[src/rtl/ipiTimerPkg.sv]
package ipiTimerPkg;
  localparam int FIELD_W    = 4;
  localparam int DATA_W     = 64;
  localparam int CPU_ID_W   = 2;
  localparam int POST_LSB   = 12;
  localparam int IPICLR_LSB = 8;
  localparam int TMRCLR_LSB = 4;
  localparam int ACK_BIT    = 28;

  localparam int IDX_CTRL   = 0;
  localparam int IDX_IPI    = 1;
  localparam int IDX_TMR    = 2;
  localparam int IDX_POST   = 3;

  typedef enum logic [2:0] {
    RD_NONE = 3'd0,
    RD_CTRL = 3'd1,
    RD_IPI  = 3'd2,
    RD_TMR  = 3'd3
  } rdSelE;

  typedef struct packed {
    logic [FIELD_W-1:0] ipiSet;
    logic [FIELD_W-1:0] ipiClr;
    logic [FIELD_W-1:0] tmrClr;
    logic               tick;
    logic               badWrite;
    logic               rdStrobe;
    rdSelE              rdSel;
  } strobeT;
endpackage

[src/rtl/ipiTimerDecode.sv]
module ipiTimerDecode
  import ipiTimerPkg::*;
#(
  parameter int NUM_CPU = 4,
  parameter int ADDR_W  = 4
) (
  input  logic              wrEn,
  input  logic              rdEn,
  input  logic [ADDR_W-1:0] regAddr,
  input  logic [DATA_W-1:0] wrData,
  input  logic              tickPulse,
  output strobeT            strb
);
  localparam logic [FIELD_W-1:0] PRESENT = FIELD_W'((1 << NUM_CPU) - 1);

  logic wrCtrl, wrIpi, wrTmr, wrPost;
  logic [FIELD_W-1:0] postField, ipiClrField, tmrClrField, lowMask;
  logic ackBit, anyField;

  always_comb begin
    wrCtrl = wrEn && (regAddr == ADDR_W'(IDX_CTRL));
    wrIpi  = wrEn && (regAddr == ADDR_W'(IDX_IPI));
    wrTmr  = wrEn && (regAddr == ADDR_W'(IDX_TMR));
    wrPost = wrEn && (regAddr == ADDR_W'(IDX_POST));

    postField   = wrData[POST_LSB   +: FIELD_W];
    ipiClrField = wrData[IPICLR_LSB +: FIELD_W];
    tmrClrField = wrData[TMRCLR_LSB +: FIELD_W];
    lowMask     = wrData[FIELD_W-1:0];
    ackBit      = wrData[ACK_BIT];
    anyField    = (|postField) || (|ipiClrField) || (|tmrClrField) || ackBit;
  end

  always_comb begin
    strb = '0;
    strb.tick = tickPulse;
    if (wrCtrl && anyField) begin
      strb.ipiSet = postField & PRESENT;
      strb.ipiClr = ipiClrField & PRESENT;
      strb.tmrClr = tmrClrField & PRESENT;
    end
    if (wrCtrl && !anyField) strb.badWrite = 1'b1;
    if (wrIpi)  strb.ipiClr = lowMask & PRESENT;
    if (wrTmr)  strb.tmrClr = lowMask & PRESENT;
    if (wrPost) strb.ipiSet = lowMask & PRESENT;

    strb.rdStrobe = rdEn;
    if (regAddr == ADDR_W'(IDX_CTRL))     strb.rdSel = RD_CTRL;
    else if (regAddr == ADDR_W'(IDX_IPI)) strb.rdSel = RD_IPI;
    else if (regAddr == ADDR_W'(IDX_TMR)) strb.rdSel = RD_TMR;
    else                                  strb.rdSel = RD_NONE;
  end
endmodule

[src/rtl/ipiTimerState.sv]
module ipiTimerState
  import ipiTimerPkg::*;
#(
  parameter int NUM_CPU = 4
) (
  input  logic                clk,
  input  logic                rstN,
  input  strobeT              strb,
  input  logic [CPU_ID_W-1:0] accessCpu,
  output logic [FIELD_W-1:0]  ipiPend,
  output logic [FIELD_W-1:0]  tmrPend,
  output logic [DATA_W-1:0]   rdData,
  output logic                warnFlag,
  output logic                badFlag
);
  localparam logic [FIELD_W-1:0] PRESENT = FIELD_W'((1 << NUM_CPU) - 1);

  logic [FIELD_W-1:0] redundantBit;

  for (genvar g = 0; g < FIELD_W; g++) begin : gCpu
    if (g < NUM_CPU) begin : gLive
      logic ipiQ, tmrQ;
      always_ff @(posedge clk) begin
        if (!rstN) begin
          ipiQ <= 1'b0;
          tmrQ <= 1'b0;
        end else begin
          ipiQ <= (ipiQ | strb.ipiSet[g]) & ~strb.ipiClr[g];
          tmrQ <= (tmrQ & ~strb.tmrClr[g]) | strb.tick;
        end
      end
      assign ipiPend[g] = ipiQ;
      assign tmrPend[g] = tmrQ;
      assign redundantBit[g] = (strb.ipiSet[g] & ipiQ) |
                               (strb.ipiClr[g] & ~ipiQ & ~strb.ipiSet[g]);
    end else begin : gAbsent
      assign ipiPend[g] = 1'b0;
      assign tmrPend[g] = 1'b0;
      assign redundantBit[g] = 1'b0;
    end
  end

  always_ff @(posedge clk) begin
    if (!rstN) begin
      warnFlag <= 1'b0;
      badFlag  <= 1'b0;
      rdData   <= '0;
    end else begin
      warnFlag <= |redundantBit;
      badFlag  <= strb.badWrite;
      if (strb.rdStrobe) begin
        rdData <= '0;
        unique case (strb.rdSel)
          RD_CTRL: begin
            rdData[CPU_ID_W-1:0]          <= accessCpu;
            rdData[TMRCLR_LSB +: FIELD_W] <= tmrPend;
            rdData[IPICLR_LSB +: FIELD_W] <= ipiPend;
          end
          RD_IPI:  rdData[FIELD_W-1:0] <= ipiPend;
          RD_TMR:  rdData[FIELD_W-1:0] <= tmrPend;
          default: rdData <= '0;
        endcase
      end
    end
  end

  // a tick leaves every present timer bit pending
  assert_tick_sets_R7: assert property (@(posedge clk) disable iff (!rstN)
    strb.tick |=> ((tmrPend & PRESENT) == PRESENT));

  // absent processors never show pending state
  assert_absent_quiet_R12: assert property (@(posedge clk) disable iff (!rstN)
    ((ipiPend | tmrPend) & ~PRESENT) == '0);

  // an unsupported write leaves the inter-processor state alone
  assert_bad_no_change_R5: assert property (@(posedge clk) disable iff (!rstN)
    strb.badWrite |=> $stable(ipiPend));

  // a requested clear always takes effect
  assert_clear_wins_R3: assert property (@(posedge clk) disable iff (!rstN)
    (|strb.ipiClr) |=> ((ipiPend & $past(strb.ipiClr)) == '0));

  // a warning pulse follows only a write that touched the vector
  assert_warn_cause_R6: assert property (@(posedge clk) disable iff (!rstN)
    $rose(warnFlag) |-> $past(|(strb.ipiSet | strb.ipiClr)));
endmodule

[src/rtl/ipiTimerCtl.sv]
module ipiTimerCtl
  import ipiTimerPkg::*;
#(
  parameter int NUM_CPU = 4,
  parameter int ADDR_W  = 4
) (
  input  logic              clk,
  input  logic              rstN,
  input  logic              wrEn,
  input  logic              rdEn,
  input  logic [ADDR_W-1:0] regAddr,
  input  logic [63:0]       wrData,
  input  logic [1:0]        accessCpu,
  input  logic              tickPulse,
  output logic [63:0]       rdData,
  output logic [3:0]        timerIrq,
  output logic [3:0]        ipiIrq,
  output logic              warnFlag,
  output logic              badWrite
);
  strobeT strb;

  ipiTimerDecode #(.NUM_CPU(NUM_CPU), .ADDR_W(ADDR_W)) i_decode (
    .wrEn(wrEn), .rdEn(rdEn), .regAddr(regAddr), .wrData(wrData),
    .tickPulse(tickPulse), .strb(strb)
  );

  ipiTimerState #(.NUM_CPU(NUM_CPU)) i_state (
    .clk(clk), .rstN(rstN), .strb(strb), .accessCpu(accessCpu),
    .ipiPend(ipiIrq), .tmrPend(timerIrq), .rdData(rdData),
    .warnFlag(warnFlag), .badFlag(badWrite)
  );
endmodule

[config.mk]
export PLATFORM = sky130hd
export DESIGN_NAME = ipiTimerCtl
export DESIGN_NICKNAME = d
export VERILOG_FILES = /design/src/rtl/ipiTimerPkg.sv /design/src/rtl/ipiTimerDecode.sv /design/src/rtl/ipiTimerState.sv /design/src/rtl/ipiTimerCtl.sv
export SDC_FILE = /design/constraint.sdc
export NUM_CORES = 1
export LEC_CHECK = 0
export BUFFER_PORTS_ARGS = -buffer_cell sky130_fd_sc_hd__buf_2
export CAP_MARGIN = 20
export CORE_MARGIN = 2
export CORE_UTILIZATION = 38
export DETAILED_ROUTE_END_ITERATION = 8
export PLACE_DENSITY = 0.81
export RECOVER_POWER = 50
export SKIP_CTS_REPAIR_TIMING = 1
export SYNTH_ARGS = -nofsm -noshare
export SYNTH_HDL_FRONTEND = slang
export SYNTH_SLANG_ARGS = --single-unit
export TNS_END_PERCENT = 100
[constraint.sdc]
create_clock -name clk -period 2 [get_ports clk]
set_input_delay 0.2 -clock clk [delete_from_list [all_inputs] [get_ports clk]]
set_output_delay 0.2 -clock clk [all_outputs]
set_load 0.1 [all_outputs]
==> impl_results.md, run 1 <==
- Vias per cell: 4.778
- Worst r2r src: i_state.gCpu[0].gLive.ipiQ
- Syn_area_per_cell: 8.248 um2
- Htree depth: 1
- FMAX: 603.8 MHz
- CP arrival: 1460 ps
- Syn Inst Count: 206
- Max VDD drop: 0.3802 mV
- Hold Vio Cnt, Final: 0
- Post-Route WL: 3.779 mm
- Critical path origin: i_state.rdData[4]
- Area post-placement: 1709 um2
- Slowest CP cell: clkbuf_1
- Clock Tree Buf Depth: 2
- Die span in y: 70.87 um
- CTS Sinks: 22
- Yosys reg bits: 22
- IO Port Bufs: 49
- R2r setup slk: 760 ps
- CTS tree: done
- Synth area leader: buf_4
- Hold_sp: tickPulse
- Post-route ant nets: 0
- Distinct cells, synth: 34
- CTS root buf: clkbuf_8
- Crit. End Element: primary output
- Measured slew at the worst slew-check pin: 1176 ps
- Post-Layout Inst Area: 1749 um2
- TritonCTS Buffers: 3
- Clock Latency Late Sink: 260 ps
- WS Path Type: reg2out
- Status: complete, no violations
- Top Ports: 149
- GRT Total Usage: 14.39%
- Area Growth Syn to Fin: 2.946%
- Clock skew: 3.597 ps
- DR vias: 1400
- Drt first pass iters: 4
- Die area: 5023 um2
- CP max FO: 2
- Wire per inst: 12.90 um
- Pwr per Cell Area: 808.4 nW/um2
- Hold depth: 2
- RR Endpoint: i_state.warnFlag
- Post-DP HPWL: 2.886 mm
- Final min period: 1656 ps
- Hold EP: i_state.gCpu[0].gLive.tmrQ
- RSZ-0062 raised after global routing: no
- Initial Util: 39.29%
- CP Launch Type: flop
- Number of max-cap violations: 0
- Synth area leaders: buf_4 (27%), dfxtp_1 (26%), nor2b_1 (6.6%)
- Cell family with most CP delay: buffers and inverters
- Core Region: 4324 um2
- Initial antenna violation count: 0
- Post-Syn Area: 1699 um2
- Row Count: 24
- Sequential area share after synthesis: 25.92%
- Critical path's largest stage delay: 860 ps
- Worst R2R Path Depth: 4
- Utilization after layout: 40.45%
- DRC errors left: 0
- Layout cells sized above 1: 20.33%
- Static Leak: 0.7831 nW
- Largest net degree at the start of global routing: 28
- Count of pins over their slew limit: 0
- Worst path required time: 1800 ps
- Global placement routability congestion: 0.8419
- Area fraction of the dominant cell type after synthesis: 26.95%
- Final Net Count: 317
- Vias in the first global route: 1208
- Period utilization: 82.81%
- Slew headroom: 21.92%
- Chip Width: 70.87 um
- Synthesis warning total: 0
- Clock-pin slew on the worst setup and hold paths: 80 ps
- Diode count: 0
- Worst min path class: in2reg
- Global-route wire length before repair: 5.871 mm
- Iter 0 DRT Violations: 62
- Final setup fails: 0
- Critical path, cell by cell: clkbuf_1
- Setup TNS: 0 ps
- WP buf/inv: 1
- Total grt overflow: 0
## cells in the mapped netlist, drive strengths merged
cell type  instances
mux2i             10
a31oi              7
nand2              5
and3               1
o21a               9
clkbuf             3
and4               3
nand3b             1
nor4b              4
conb               1
a21boi             2
nor3b              1
nor3               1
o22ai              2
nor2b             18
nand3              6
or3b               1
nor4bb             1
dfxtp             22
and2               2
nor2               4
o21ai              2
nand2b             2
inv                6
a41oi              2
buf               67
o311a              1
nor4               3
o2bb2ai            2
a21oi             11
o221a              3
a22oi              2
or2                1
## power by group
part	switching [mW]	internal, mW
logic	0.566	0.0626
registers	0.0125	0.447
clock network	0.150	0.176
total	0.729	0.685
## per-layer routing
metal / vias up / track usage (%) / wire (um) / part of all wire [%]
met5: - / 0 / 0 / 0
met4: 0 / 4.612 / 51 / 1.3
met3: 8 / 2.849 / 338 / 8.9
met2: 79 / 23.26 / 1738 / 46
met1: 638 / 19.32 / 1650 / 44
li1: 675 / - / - / -
## registers in the layout (all words and copies together) (netlist names)
| register | cells |
|---|---|
| i_state.rdData | 12 |
| i_state.gCpu.gLive.ipiQ | 4 |
| i_state.gCpu.gLive.tmrQ | 4 |
| i_state.badFlag | 1 |
| i_state.warnFlag | 1 |
## how the worst max path moves through the flow
| stage | end | slack (ps) | depth (start not counted) |
|---|---|---|---|
| 2_1_floorplan | i_state.gCpu[3].gLive.tmrQ | 620 | 5 |
| 3_3_place_gp | i_state.gCpu[0].gLive.tmrQ | 440 | 5 |
| 3_5_place_dp | i_state.gCpu[2].gLive.tmrQ | 420 | 5 |
| 4_1_cts | ipiIrq[0] | 510 | 1 |
| 5_1_grt | rdData[8] | 290 | 1 |
| 6_report | rdData[4] | 340 | 1 |
## logic make-up (layout without fill, tap and decap cells)
| logic type | count (synthesis) | count (layout) | share of synthesized area [%] |
|---|---|---|---|
| AND/OR/NAND/NOR | 54 | 54 | 19.74 |
| multiplexers | 10 | 10 | 5.891 |
| buffers and inverters | 76 | 60 | 30.71 |
| other | 1 | 52 | 0.2207 |
| AO/OA/AOI/OAI | 43 | 43 | 17.52 |
| flip-flops | 22 | 22 | 25.92 |
## through the flow
| stage | setup WS [ps] | cells | hold slack [ps] | total power [mW] |
|---|---|---|---|---|
| finish | 343.9 | 293 | 200.0 | 1.414 |
| CTS | 511.3 | 293 | 195.9 | 1.419 |
| global route | 288.0 | 293 | 202.6 | 1.457 |
| detailed placement | 417.8 | 289 | 468.4 | 1.097 |
| floorplan | 619.0 | 257 | 323.8 | 1.124 |
| global placement | 443.0 | 289 | 458.1 | 1.093 |
## cells in the final DEF, fill, tap and decap left out, types with 3 or more instances in the layout
cell	instances
conb_1	52
and4_1	3
a31oi_1	7
nor2b_1	18
o221a_2	3
o21a_1	9
nand2_1	5
inv_1	6
dfxtp_1	22
nand3_1	6
clkbuf_8	4
buf_2	42
nor4b_1	4
nor2_1	4
clkbuf_1	8
a21oi_1	11
nor4_1	3
mux2i_1	10
## layout make-up
| class | count | area (um2) |
|---|---|---|
| fillers | 473 | 2575 |
| multi-input cells | 159 | 925.9 |
| flip-flops and latches | 22 | 440.4 |
| repair buffers | 50 | 240.2 |
| well taps | 52 | 65.06 |
| clock buffers | 4 | 55.05 |
| inverters | 6 | 22.52 |
Power figures use the tool's default switching activity.
==> inputs of run 2 (changes only) <==
- CORE_UTILIZATION: 38 -> 34
- PLACE_DENSITY: 0.81 -> 0.76
- clock period: 2 -> 1.5 ns (I/O delays scaled with it)
==> run 2 against run 1 <==
  * Global-route usage hardly changed
  * Cell count is 6.5% higher
  * Setup slack worse by 290 ps
  * Non-clock buffer count is 4 higher
  * Die area is 11% higher
  * Clock-buffer cell count is 1 lower
  * Core utilization is 2.1 points lower
  * Sequential share of layout area is 1.2 points lower
  * Via count is 0.29% higher
  * First-iteration DRC count is 19% lower
  * Highest routed layer unchanged
==> impl_results.md, run 2 (synthesis results as in run 1) <==
- Diode count: 0
- Setup TNS: 0 ps
- Largest regs: i_state.rdData x12, i_state.gCpu.gLive.ipiQ x4, i_state.gCpu.gLive.tmrQ x4
- GRT Total Usage: 14.41%
- Cell family with most CP delay: flip-flops
- Chip Width: 74.69 um
- Row Count: 25
- FMAX: 692.4 MHz
- Worst path required time: 1350 ps
- RSZ-0062 raised after global routing: no
- Critical path's largest stage delay: 530 ps
- Period utilization: 96.28%
- Wire per inst: 12.56 um
- Clock-pin slew on the worst setup and hold paths: 90 ps
- Commonest non-fill, non-tap cell in the layout: conb_1
- Global-route wire length before repair: 6.168 mm
- CP max FO: 8
- Core Region: 4786 um2
- Layout cells sized above 1: 24.49%
- CP Launch Type: flop
- Critical path origin: i_state.gCpu[0].gLive.ipiQ
- CTS root buf: clkbuf_8
- Pwr per Cell Area: 1108 nW/um2
- Most frequent cells in the layout: conb_1 (52), buf_2 (45), dfxtp_1 (22)
- Die area: 5579 um2
- Critical path, cell by cell: buf_2
- Static Leak: 0.8412 nW
- Hold Vio Cnt, Final: 0
- Top Ports: 149
- Final setup fails: 0
- DR vias: 1404
- Pre-CTS WS: 90.23 ps
- Iter 0 DRT Violations: 50
- Global placement routability congestion: 0.8038
- Max VDD drop: 0.5390 mV
- Clock Tree Buf Depth: 2
- RR Endpoint: i_state.warnFlag
- Post-DP HPWL: 3.007 mm
- Final min period: 1444 ps
- TritonCTS Buffers: 3
- Largest net degree at the start of global routing: 23
- Worst r2r src: i_state.gCpu[0].gLive.ipiQ
- R2r setup slk: 210 ps
- Post-route ant nets: 0
- Status: complete, no violations
- Initial antenna violation count: 0
- Vias per cell: 4.500
- Worst R2R Path Depth: 4
- CP arrival: 1290 ps
- Htree depth: 1
- Slowest CP cell: dfxtp_1
- Initial Util: 35.50%
- Measured slew at the worst slew-check pin: 547.3 ps
- Drt first pass iters: 4
- IO Port Bufs: 49
- # fillers: 513
- CP Capture Point: ipiIrq[0]
- Total grt overflow: 0
- Crit. End Element: primary output
- Clock Latency Late Sink: 270 ps
- Final Net Count: 321
- Worst min path class: in2reg
- Number of max-cap violations: 0
- CTS Sinks: 22
- WS Path Type: reg2out
- Max FFs per register: 12
- CP Depth: 1
- Final worst setup slack: 55.74 ps
- Area Growth Syn to Fin: 8.026%
- WP buf/inv: 1
- Vias in the first global route: 1231
- DRC errors left: 0
- Die span in y: 74.69 um
- Clock skew: 5.055 ps
- Largest Register: i_state.rdData
- CTS tree: done
- Post-Route WL: 3.919 mm
- Count of pins over their slew limit: 0
- Slew headroom: 63.67%
==> run 2: stage by stage <==
| step | cells | power (mW) | hold slack, ps | area, um2 | util [%] |
|---|---|---|---|---|---|
| after detailed placement | 308 | 1.473 | 412.5 | 1770 | 36.99 |
| final | 312 | 2.034 | 132.7 | 1836 | 38.35 |
| after global routing | 312 | 2.088 | 150.7 | 1836 | 38.35 |
| after CTS | 312 | 2.037 | 130.4 | 1842 | 38.48 |
| after global placement | 308 | 1.471 | 410.1 | 1770 | 36.99 |
| after floorplan | 257 | 1.499 | 273.8 | 1891 | - |
==> run 2: cell type report <==
class / count / area [um2] / area share (%)
Multi-Input combinational cell: 159 / 925.9 / 50.44
Sequential cell: 22 / 440.4 / 23.99
Timing Repair Buffer: 54 / 291.5 / 15.88
Tap cell: 67 / 83.83 / 4.567
Clock buffer: 3 / 41.29 / 2.249
Clock inverter: 1 / 30.03 / 1.636
Inverter: 6 / 22.52 / 1.227
==> run 2: worst min path at each step <==
| stage | from | endpoint | slack [ps] | cells past startpoint |
|---|---|---|---|---|
| floorplan | tickPulse | i_state.gCpu[0].gLive.tmrQ | 270 | 1 |
| global placement | tickPulse | i_state.gCpu[3].gLive.tmrQ | 410 | 2 |
| detailed placement | tickPulse | i_state.gCpu[2].gLive.tmrQ | 410 | 2 |
| CTS | tickPulse | i_state.gCpu[2].gLive.tmrQ | 130 | 2 |
| global route | tickPulse | i_state.gCpu[3].gLive.tmrQ | 150 | 2 |
| finish | tickPulse | i_state.gCpu[2].gLive.tmrQ | 130 | 2 |
==> run 2: per-layer routing <==
metal | share of wire [%] | GRT usage, % | vias up
li1 | - | - | 689
met1 | 44 | 19.47 | 623
met2 | 44 | 21.83 | 82
met3 | 10 | 3.882 | 10
met4 | 1.9 | 5.952 | 0
met5 | 0 | 0 | -
==> run 2: report_power, final <==
part	leakage (nW)	internal, mW	total [mW]	switching, mW
Clock	0.0357	0.357	0.572	0.215
Combinational	0.627	0.0936	0.850	0.756
Sequential	0.179	0.596	0.613	0.0169
==> inputs of run 3 (changes only) <==
- CORE_UTILIZATION: 34 -> 30
- PLACE_DENSITY: 0.76 -> 0.69
==> run 3 against run 2 <==
  * Sequential share of layout area up 0.15 points
  * Register-to-register slack better by 20 ps
  * Global-route usage down 1.6 points
  * First-iteration DRC count up 16%
  * Combinational power about the same
  * Power decreased by 6.5%
  * Die area is 13% higher
  * Clock power decreased by 24%
  * Fmax up 0.18%
  * Clock skew fell by 3.2 ps
  * Sequential cell count unchanged
  * Critical path type unchanged
  * Highest routed layer unchanged
==> impl_results.md, run 3 (synthesis results as in run 1) <==
- Worst r2r src: i_state.gCpu[2].gLive.ipiQ
- Initial Util: 31.05%
- Clock Tree Buf Depth: 2
- FMAX: 693.6 MHz
- Switching part of the total power: 51.48%
- CP Launch Type: flop
- Largest Register: i_state.rdData
- Layout cells sized above 1: 24.70%
- GRT Total Usage: 12.77%
- Initial antenna violation count: 0
- Static Leak: 0.8339 nW
- DRC errors left: 0
- Drt first pass iters: 4
- Critical path origin: i_state.gCpu[0].gLive.ipiQ
- Die span in y: 79.26 um
- Period utilization: 96.12%
- Chip Width: 79.26 um
- Core Region: 5473 um2
- Measured slew at the worst slew-check pin: 542.7 ps
- Clock-pin slew on the worst setup and hold paths: 80 ps
- Sequential power share: 32.2%
- Number of max-cap violations: 0
- CTS tree: done
- Comb power frac: 44.8%
- Multi-input logic area: 925.9 um2
- Status: complete, no violations
- Critical path, cell by cell: buf_2
- Max FFs per register: 12
- RSZ-0062 raised after global routing: no
- Post-DP HPWL: 3.197 mm
- Total grt overflow: 0
- Global-route wire length before repair: 6.251 mm
- Count of pins over their slew limit: 0
- Final min period: 1442 ps
- WS Path Type: reg2out
- Vias per cell: 4.470
- Cell family with most CP delay: flip-flops
- Sequential Area: 440.4 um2
- Critical path's largest stage delay: 520 ps
- Most frequent cells in the layout: conb_1 (52), buf_2 (44), dfxtp_1 (22)
- Htree depth: 1
- Pint: 923.0 uW
- Final worst setup slack: 58.27 ps
- Top Ports: 149
- Largest regs: i_state.rdData x12, i_state.gCpu.gLive.ipiQ x4, i_state.gCpu.gLive.tmrQ x4
- NetSw: 979.3 uW
- Hold Vio Cnt, Final: 0
- Slowest CP cell: dfxtp_1
- Post-Route WL: 4.055 mm
- IO Port Bufs: 49
- Post-route ant nets: 0
- CP arrival: 1290 ps
- Max VDD drop: 0.3881 mV
- Clock Latency Late Sink: 270 ps
- Worst path required time: 1350 ps
- Clock skew: 1.823 ps
- Dpl cells: 315
- # fillers: 610
- Final setup fails: 0
- Row Count: 27
- Vias in the first global route: 1242
- Die area: 6281 um2
- Pre-CTS WS: 75.57 ps
- Final Net Count: 323
- Global placement routability congestion: 0.8379
- Utilization after layout: 33.33%
- TritonCTS Buffers: 3
- CTS Sinks: 22
- Iter 0 DRT Violations: 58
- Slew headroom: 63.97%
- Non-filler cells, final: 319
- Setup TNS: 0 ps
- CTS root buf: clkbuf_8
- Area Growth Syn to Fin: 7.364%
- Crit. End Element: primary output
- DR vias: 1426
- Worst min path class: in2reg
- CP max FO: 8
- Largest net degree at the start of global routing: 23
- Pwr per Cell Area: 1043 nW/um2
- Clk pwr share: 23.0%
- Diode count: 0
- Wire per inst: 12.71 um
- WP buf/inv: 1
- Commonest non-fill, non-tap cell in the layout: conb_1
- Hold_sp: wrData[28]
## run 3: cell types whose count changed in the layout (fill, tap and decap cells not counted)
cell       before  now
and2_0          0    2
and2_1          2    0
buf_12          1    0
buf_2          45   44
buf_4           3    5
bufinv_16       1    0
clkbuf_1        1    2
clkbuf_2        4    5
clkbuf_8        3    4
## run 3: worst min-delay path: cells and delay by family
family / cells / cell delay [ps]
buffers and inverters: 1 / 80
and+or+nand+nor: 3 / 140
## run 3: final cells by class
class,count,area share [%]
clock buffers,4,3.018
well taps,72,4.938
multi-input cells,159,50.75
inverters,6,1.235
repair buffers,56,15.91
flip-flops and latches,22,24.14
## run 3: through the flow
step           instance area, um2  power [mW]  hold slack [ps]
2_1_floorplan                1891       1.499            273.8
3_3_place_gp                 1779       1.473            416.9
3_5_place_dp                 1779       1.478            425.8
4_1_cts                      1834       1.910            147.0
5_1_grt                      1824       1.972            157.4
6_report                     1824       1.902            141.4
## run 3: worst paths after layout
check	slack, ps	cells after the start	end
worst max register to register	230	4	i_state.warnFlag
worst max-delay path	60	1	ipiIrq[0]
worst min register to register	480	2	i_state.rdData[1]
worst min-delay path	140	4	i_state.badFlag
## run 3: metal layers
layer	vias to the layer above	GRT usage, %	wire [um]	part of all wire (%)
met5	-	0	0	0
met4	0	5.000	99	2.4
met3	13	2.273	339	8.4
met2	91	20.25	1822	45
met1	636	17.18	1793	44
li1	686	-	-	-
## run 3: power by group through the flow
stage          logic [mW]  clock network [mW]  registers (mW)
2_1_floorplan       0.862                   0           0.637
3_3_place_gp        0.847                   0           0.626
3_5_place_dp        0.851                   0           0.626
4_1_cts             0.852               0.445           0.613
5_1_grt             0.882               0.476           0.615
6_report            0.853               0.437           0.613
